File: config.mk
export PLATFORM = sky130hd
export DESIGN_NAME = psg_noise_gen
export DESIGN_NICKNAME = d
export VERILOG_FILES = /design/src/rtl/psg_noise_pkg.sv /design/src/rtl/psg_noise_period.sv /design/src/rtl/psg_noise_masks.sv /design/src/rtl/psg_noise_value.sv /design/src/rtl/psg_noise_lfsr.sv /design/src/rtl/psg_noise_gen.sv
export SDC_FILE = /design/constraint.sdc
export NUM_CORES = 1
export LEC_CHECK = 0
export ABC_AREA = 1
export BUFFER_PORTS_ARGS = -buffer_cell sky130_fd_sc_hd__clkbuf_2
export CAP_MARGIN = 0
export CELL_PAD_IN_SITES_DETAIL_PLACEMENT = 0
export CELL_PAD_IN_SITES_GLOBAL_PLACEMENT = 1
export CORE_MARGIN = 5
export CORE_UTILIZATION = 39
export DETAILED_ROUTE_END_ITERATION = 6
export GPL_TIMING_DRIVEN = 0
export PLACE_DENSITY_LB_ADDON = 0.1
export SLEW_MARGIN = 20
export SYNTH_ARGS = -nofsm -noshare
export SYNTH_HDL_FRONTEND = slang
export SYNTH_HIERARCHICAL = 1
export SYNTH_SLANG_ARGS = --single-unit
File: constraint.sdc
create_clock -name clk_i -period 2.8 [get_ports clk_i]
set_clock_uncertainty 0.15 [all_clocks]
set_input_delay 0.14 -clock clk_i [delete_from_list [all_inputs] [get_ports clk_i]]
set_output_delay 0.14 -clock clk_i [all_outputs]
set_load 0.005 [all_outputs]
File: src/rtl/psg_noise_pkg.sv
package psg_noise_pkg;

    localparam int LFSR_W = 17;

    typedef logic [LFSR_W-1:0] lfsr_t;

    // Events produced by the period counter for one tick.
    typedef struct packed {
        logic expire;
        logic pre_wrap;
    } period_ev_t;

    typedef enum logic {
        MODE_COMPAT   = 1'b0,
        MODE_EXPANDED = 1'b1
    } noise_mode_e;

    function automatic lfsr_t lfsr_seed(input bit exp_capable);
        return exp_capable ? {LFSR_W{1'b1}} : lfsr_t'(1);
    endfunction

    // Right shift; feedback into the top bit from bit0 and a variant tap.
    function automatic lfsr_t lfsr_advance(input lfsr_t s, input bit short_tap);
        logic fb;
        fb = s[0] ^ (short_tap ? s[2] : s[3]);
        return {fb, s[LFSR_W-1:1]};
    endfunction

endpackage

File: src/rtl/psg_noise_period.sv
module psg_noise_period
    import psg_noise_pkg::*;
#(
    parameter int PERIOD_W = 8,
    parameter int COMPAT_W = 5,
    parameter int PRE_W    = 2
) (
    input  logic                clk_i,
    input  logic                rst_i,
    input  logic                tick_i,
    input  noise_mode_e         mode_i,
    input  logic                divide_i,
    input  logic [PERIOD_W-1:0] period_i,
    output period_ev_t          ev_o,
    output logic [PRE_W-1:0]    pre_o
);

    localparam int CW = PERIOD_W + 1;

    logic [PERIOD_W-1:0] cnt_q;
    logic [PRE_W-1:0]    pre_q;
    logic [PERIOD_W-1:0] limit;
    logic [CW-1:0]       cnt_inc;
    logic [PRE_W-1:0]    pre_mask;
    logic [PRE_W-1:0]    pre_inc;

    always_comb begin
        if (mode_i == MODE_EXPANDED)
            limit = period_i;
        else
            limit = {{(PERIOD_W-COMPAT_W){1'b0}}, period_i[COMPAT_W-1:0]};
        if (limit == '0)
            limit = PERIOD_W'(1);
    end

    assign cnt_inc   = {1'b0, cnt_q} + CW'(1);
    assign pre_mask  = divide_i ? {PRE_W{1'b1}} : PRE_W'(1);
    assign pre_inc   = (pre_q + PRE_W'(1)) & pre_mask;

    assign ev_o.expire   = tick_i && (cnt_inc >= {1'b0, limit});
    assign ev_o.pre_wrap = ev_o.expire && (pre_inc == '0);
    assign pre_o         = pre_q;

    always_ff @(posedge clk_i) begin
        if (rst_i) begin
            cnt_q <= '0;
            pre_q <= '0;
        end else if (tick_i) begin
            if (ev_o.expire) begin
                cnt_q <= '0;
                pre_q <= pre_inc;
            end else begin
                cnt_q <= cnt_inc[PERIOD_W-1:0];
            end
        end
    end

endmodule

File: src/rtl/psg_noise_masks.sv
module psg_noise_masks #(
    parameter int VALUE_W = 8
) (
    input  logic               clk_i,
    input  logic               rst_i,
    input  logic               we_i,
    input  logic [VALUE_W-1:0] and_i,
    input  logic [VALUE_W-1:0] or_i,
    output logic [VALUE_W-1:0] and_q,
    output logic [VALUE_W-1:0] or_q
);

    always_ff @(posedge clk_i) begin
        if (rst_i) begin
            and_q <= {VALUE_W{1'b1}};
            or_q  <= '0;
        end else if (we_i) begin
            and_q <= and_i;
            or_q  <= or_i;
        end
    end

endmodule

File: src/rtl/psg_noise_value.sv
module psg_noise_value #(
    parameter int VALUE_W = 8
) (
    input  logic               clk_i,
    input  logic               rst_i,
    input  logic               adv_i,
    input  logic [VALUE_W-1:0] lfsr_low_i,
    input  logic [VALUE_W-1:0] and_mask_i,
    input  logic [VALUE_W-1:0] or_mask_i,
    output logic               step_o,
    output logic               latch_o
);

    localparam int NW = VALUE_W + 1;

    logic [VALUE_W-1:0] val_q;
    logic               latch_q;
    logic [VALUE_W-1:0] limit;
    logic [NW-1:0]      val_inc;

    assign limit   = (lfsr_low_i & and_mask_i) | or_mask_i;
    assign val_inc = {1'b0, val_q} + NW'(1);
    assign step_o  = adv_i && (val_inc >= {1'b0, limit});
    assign latch_o = latch_q;

    always_ff @(posedge clk_i) begin
        if (rst_i) begin
            val_q   <= '0;
            latch_q <= 1'b0;
        end else if (adv_i) begin
            if (step_o) begin
                val_q   <= '0;
                latch_q <= ~latch_q;
            end else begin
                val_q <= val_inc[VALUE_W-1:0];
            end
        end
    end

endmodule

File: src/rtl/psg_noise_lfsr.sv
module psg_noise_lfsr
    import psg_noise_pkg::*;
#(
    parameter bit EXP_CAPABLE = 1'b1
) (
    input  logic  clk_i,
    input  logic  rst_i,
    input  logic  step_i,
    output lfsr_t state_o
);

    localparam lfsr_t SEED = lfsr_seed(EXP_CAPABLE);

    lfsr_t state_q;

    always_ff @(posedge clk_i) begin
        if (rst_i)
            state_q <= SEED;
        else if (step_i)
            state_q <= lfsr_advance(state_q, EXP_CAPABLE);
    end

    assign state_o = state_q;

endmodule

File: src/rtl/psg_noise_gen.sv
module psg_noise_gen
    import psg_noise_pkg::*;
#(
    parameter bit EXP_CAPABLE = 1'b1,
    parameter int PERIOD_W    = 8,
    parameter int COMPAT_W    = 5,
    parameter int PRE_W       = 2,
    parameter int VALUE_W     = 8
) (
    input  logic                clk_i,
    input  logic                rst_i,
    input  logic                tick_i,
    input  logic                expanded_i,
    input  logic                divide_i,
    input  logic [PERIOD_W-1:0] period_i,
    input  logic                mask_we_i,
    input  logic [VALUE_W-1:0]  and_mask_i,
    input  logic [VALUE_W-1:0]  or_mask_i,
    output logic                noise_o
);

    noise_mode_e        mode;
    period_ev_t         ev;
    logic [PRE_W-1:0]   pre_q;
    lfsr_t              lfsr_q;
    logic [VALUE_W-1:0] and_q;
    logic [VALUE_W-1:0] or_q;
    logic               val_step;
    logic               latch_q;
    logic               lfsr_step;

    generate
        if (EXP_CAPABLE) begin : g_exp
            assign mode = expanded_i ? MODE_EXPANDED : MODE_COMPAT;
        end else begin : g_std
            assign mode = MODE_COMPAT;
        end
    endgenerate

    psg_noise_period #(
        .PERIOD_W (PERIOD_W),
        .COMPAT_W (COMPAT_W),
        .PRE_W    (PRE_W)
    ) u_period (
        .clk_i    (clk_i),
        .rst_i    (rst_i),
        .tick_i   (tick_i),
        .mode_i   (mode),
        .divide_i (divide_i),
        .period_i (period_i),
        .ev_o     (ev),
        .pre_o    (pre_q)
    );

    psg_noise_masks #(
        .VALUE_W (VALUE_W)
    ) u_masks (
        .clk_i (clk_i),
        .rst_i (rst_i),
        .we_i  (mask_we_i),
        .and_i (and_mask_i),
        .or_i  (or_mask_i),
        .and_q (and_q),
        .or_q  (or_q)
    );

    psg_noise_value #(
        .VALUE_W (VALUE_W)
    ) u_value (
        .clk_i      (clk_i),
        .rst_i      (rst_i),
        .adv_i      (ev.expire && (mode == MODE_EXPANDED)),
        .lfsr_low_i (lfsr_q[VALUE_W-1:0]),
        .and_mask_i (and_q),
        .or_mask_i  (or_q),
        .step_o     (val_step),
        .latch_o    (latch_q)
    );

    assign lfsr_step = (mode == MODE_EXPANDED) ? val_step : ev.pre_wrap;

    psg_noise_lfsr #(
        .EXP_CAPABLE (EXP_CAPABLE)
    ) u_lfsr (
        .clk_i   (clk_i),
        .rst_i   (rst_i),
        .step_i  (lfsr_step),
        .state_o (lfsr_q)
    );

    assign noise_o = (mode == MODE_EXPANDED) ? latch_q : lfsr_q[0];

endmodule

==> run_results.csv <==
group,metric,value,unit
clock_network,numCtsBuffers,5,
setup_path,start_kind,"flip-flop",
setup_path,path_class,"flip-flop to flip-flop",
timing,final.period_utilization,98.17,%
route,drc,0,
global_routing,grt_max_degree,19,
clock_network,insertion_delay,0.31,ns
route,vias,2505,
clock_network,cts_tree,"built",
logic_synthesis,async_flop_share,0,%
logic_synthesis,synth_largest_area_cell,"dfxtp_1",
clock_network,clock_sinks,52,
route,drt-pass1-iter-count,4,
logic_synthesis,synth.ff_latch_count,52,
setup_path,cp_cell_sequence,"ha_4 > nand3_4 > xnor2_4 > ha_4 > nand2_1 > inv_1 > nand2_1 > nand3_1 > nand2_1 > nand2_1 > nand2_2 > nand2_4 > nand2_4 > inv_2 > nand2_2 > inv_4 > nand2_4 > inv_2 > nand2_2 > nand2_2 > buf_6 > buf_6 > a21oi_2 > o21ai_1",
timing,fmax,0.3638,GHz
floorplanning,initial_utilization,39.70,%
timing,setup_tns,0,ns
logic_synthesis,syn_area,2849,sq um
place,place_hpwl,4.527,mm
setup_path,cp.arrival,2.80,ns
clock_network,clk_pin_slew,0.10,ns
setup_path,crit_slowest_cell,"dfxtp_4",
logic_synthesis,synth_cell_types,32,
global_routing,antenna_found_initial,0,
logic_synthesis,ys_warn_count,6,
global_routing,grt_util_all_layers,15.22,%
final_layout,syn2layout_area_growth,29.73,%
logic_synthesis,synth_cells,383,
timing,setup_violations,0,
floorplanning,coreArea,7176,sq um
logic_synthesis,syn_nets,431,
logic_synthesis,synthTopCellsByCount,"113 x nand2_1, 52 x dfxtp_1, 38 x inv_1",
global_routing,grt_first_pass_wirelength,11.02,mm
timing,maxSlewViolCount,0,
run_status,status,"finished, final reports clean",
setup_path,critPathMaxStageDelay,0.38,ns
route,wl_per_cell,11.63,um
logic_synthesis,synth_area_leaders,"dfxtp_1 37%, nand2_1 15%, ha_1 7.9%, nand3_1 5.3%, inv_1 5.0%",
clock_network,root_buffer,"clkbuf_8",
timing,finalCriticalPeriod,2.749,ns
global_routing,grt.overflow.total,0,
timing,worst_pin_slew,0.3791,ns
pwr,power,1.442,mW
floorplanning,die_width,95.47,um
logic_synthesis,synth_enable_flop_cells,0,
floorplanning,placementRows,31,
route,ant_nets,0,
logic_synthesis,yosysTopAreaCellShare,36.54,%
final_layout,fin_nets,502,
setup_path,path_buf_inv,6,
route,wl,6.442,mm
floorplanning,dieArea,9115,sq um
pwr,p_leak,1.853,nW
setup_path,end_kind,"flip-flop",
clock_network,cts_max_level,2,
setup_path,critical-path-top-delay-family,"simple AND/OR/NAND/NOR gates",
final_layout,post-route-util,51.51,%
final_layout,n_antenna_cell,0,
logic_synthesis,ys_seq_area_share,36.54,%
pwr,power.density,390.3,nW/um^2
logic_synthesis,synth_most_common_cell,"nand2_1",
pwr,ir_worst_vdd,0.1986,mV
timing,hold_violations,0,
place,io_buffers,28,
setup_path,reg2reg_slack,0.05,ns
route,via_per_inst,4.522,
final_layout,post_route_cells_drive_above_1_share,26.37,%
setup_path,worstPathRequired,2.85,ns
floorplanning,io_pins,31,
logic_synthesis,synth_flop_cell,"dfxtp_1",
hold_path,hold_path.class,"input port to flip-flop",
floorplanning,die_y,95.47,um
timing,max_slew_margin,74.73,%
place,gp_congestion,0.7745,
flow_run,drv_cap,0,
clock_network,clock_path_buffers,2,
setup_path,crit_fanout,4,
timing,rsz0062_at_grt,"yes",
global_routing,grt_pass1_vias,2453,
logic_synthesis,synth.avg_cell_area,7.439,sq um
route,drt_iter0_markers,73,
==> sequential cells by signal (all words and copies together), names as in the netlist <==
register and count:
u_value/val_q 8, u_period/pre_o 2, u_value/latch_o 1, u_masks/or_q 8, u_masks/and_q 8, u_period/cnt_q 8
u_lfsr/state_o 17
==> worst reg2reg max path: cells and delay by family, from the launching register on <==
family          cells  cell delay [ns]
flops               1             0.38
xor+xnor            1             0.23
fa+ha+maj           2             0.38
compound gates      2             0.18
simple gates       13             0.93
buf+inv             6             0.41
==> cell usage in the layout (no fill, tap or decap), drive strengths merged, types with 2 or more instances in the layout <==
cell type / n
nand2: 124
dfxtp: 52
inv: 47
nand3: 35
clkbuf: 33
nor2: 32
a21oi: 28
buf: 28
dlygate4sd3: 19
ha: 18
nand4: 10
xor2: 8
o21ai: 7
xnor2: 4
mux2i: 2
nor4: 2
==> area by class of cell <==
| cell class | instances | area, sq um |
|---|---|---|
| Buffer | 10 | 107.6 |
| Multi-Input combinational cell | 274 | 1648 |
| Fill cell | 721 | 3480 |
| Inverter | 46 | 182.7 |
| Clock inverter | 3 | 25.02 |
| Timing Repair Buffer | 65 | 485.5 |
| Sequential cell | 52 | 1055 |
| Clock buffer | 5 | 68.82 |
| Tap cell | 99 | 123.9 |
==> power breakdown <==
part / leakage [nW] / total [mW] / switching, mW / internal (mW)
sequential: 0.428 / 0.781 / 0.0180 / 0.763
clock: 0.0452 / 0.459 / 0.276 / 0.183
combinational: 1.38 / 0.203 / 0.102 / 0.100
==> logic make-up (layout without fill, tap and decap cells) <==
kind of cell / count (synthesis) / after routing / synth area share [%]
compound gates: 39 / 39 / 7.773
buf+inv: 57 / 129 / 9.925
mux: 2 / 2 / 0.7027
simple gates: 203 / 203 / 32.94
flops: 52 / 52 / 36.54
fa+ha+maj: 18 / 18 / 7.905
xor+xnor: 12 / 12 / 4.217
==> timing repair <==
action | CTS | global route
gates resized for setup | 22 | 15
buffers inserted | 12 | 7
pin swaps | 9 | 18
endpoints found under the setup margin | 17 | 24
hold buffers | 19 | 0
gates cloned | 2 | 0
hold endpoints to repair | 16 | 0
==> per-stage QoR <==
| step | hold WS, ns | cell area [sq um] | worst slack, ns | instances |
|---|---|---|---|---|
| finish | 0.08423 | 3696 | 0.05125 | 554 |
| global route | 0.1079 | 3696 | -0.1955 | 554 |
| CTS | 0.08238 | 3603 | 0.0003815 | 550 |
| detailed placement | 0.2080 | 3152 | -0.3478 | 510 |
| global placement | 0.2035 | 3152 | -0.3282 | 510 |
| floorplan | 0.05907 | 2888 | 0.006286 | 383 |
==> layer usage <==
layer / up-vias / global-route usage, % / share of wire (%)
met4: 0 / 3.199 / 0.79
met1: 1111 / 20.13 / 48
met5: - / 0 / 0
met2: 22 / 25.77 / 49
li1: 1366 / - / -
met3: 6 / 2.920 / 2.2
==> path summary, 6_finish.rpt <==
path                                   from                              to  cells past startpoint
min                                  tick_i  u_period/cnt_q[4]$_SDFFE_PP0P_                      4
max reg2reg  u_period/cnt_q[1]$_SDFFE_PP0P_  u_lfsr/state_o[0]$_SDFFE_PP1P_                     24
min reg2reg   u_masks/and_q[3]$_SDFFE_PP1P_   u_masks/and_q[3]$_SDFFE_PP1P_                      2
max          u_period/cnt_q[1]$_SDFFE_PP0P_  u_lfsr/state_o[0]$_SDFFE_PP1P_                     24
(Power assumes the default switching activity.)
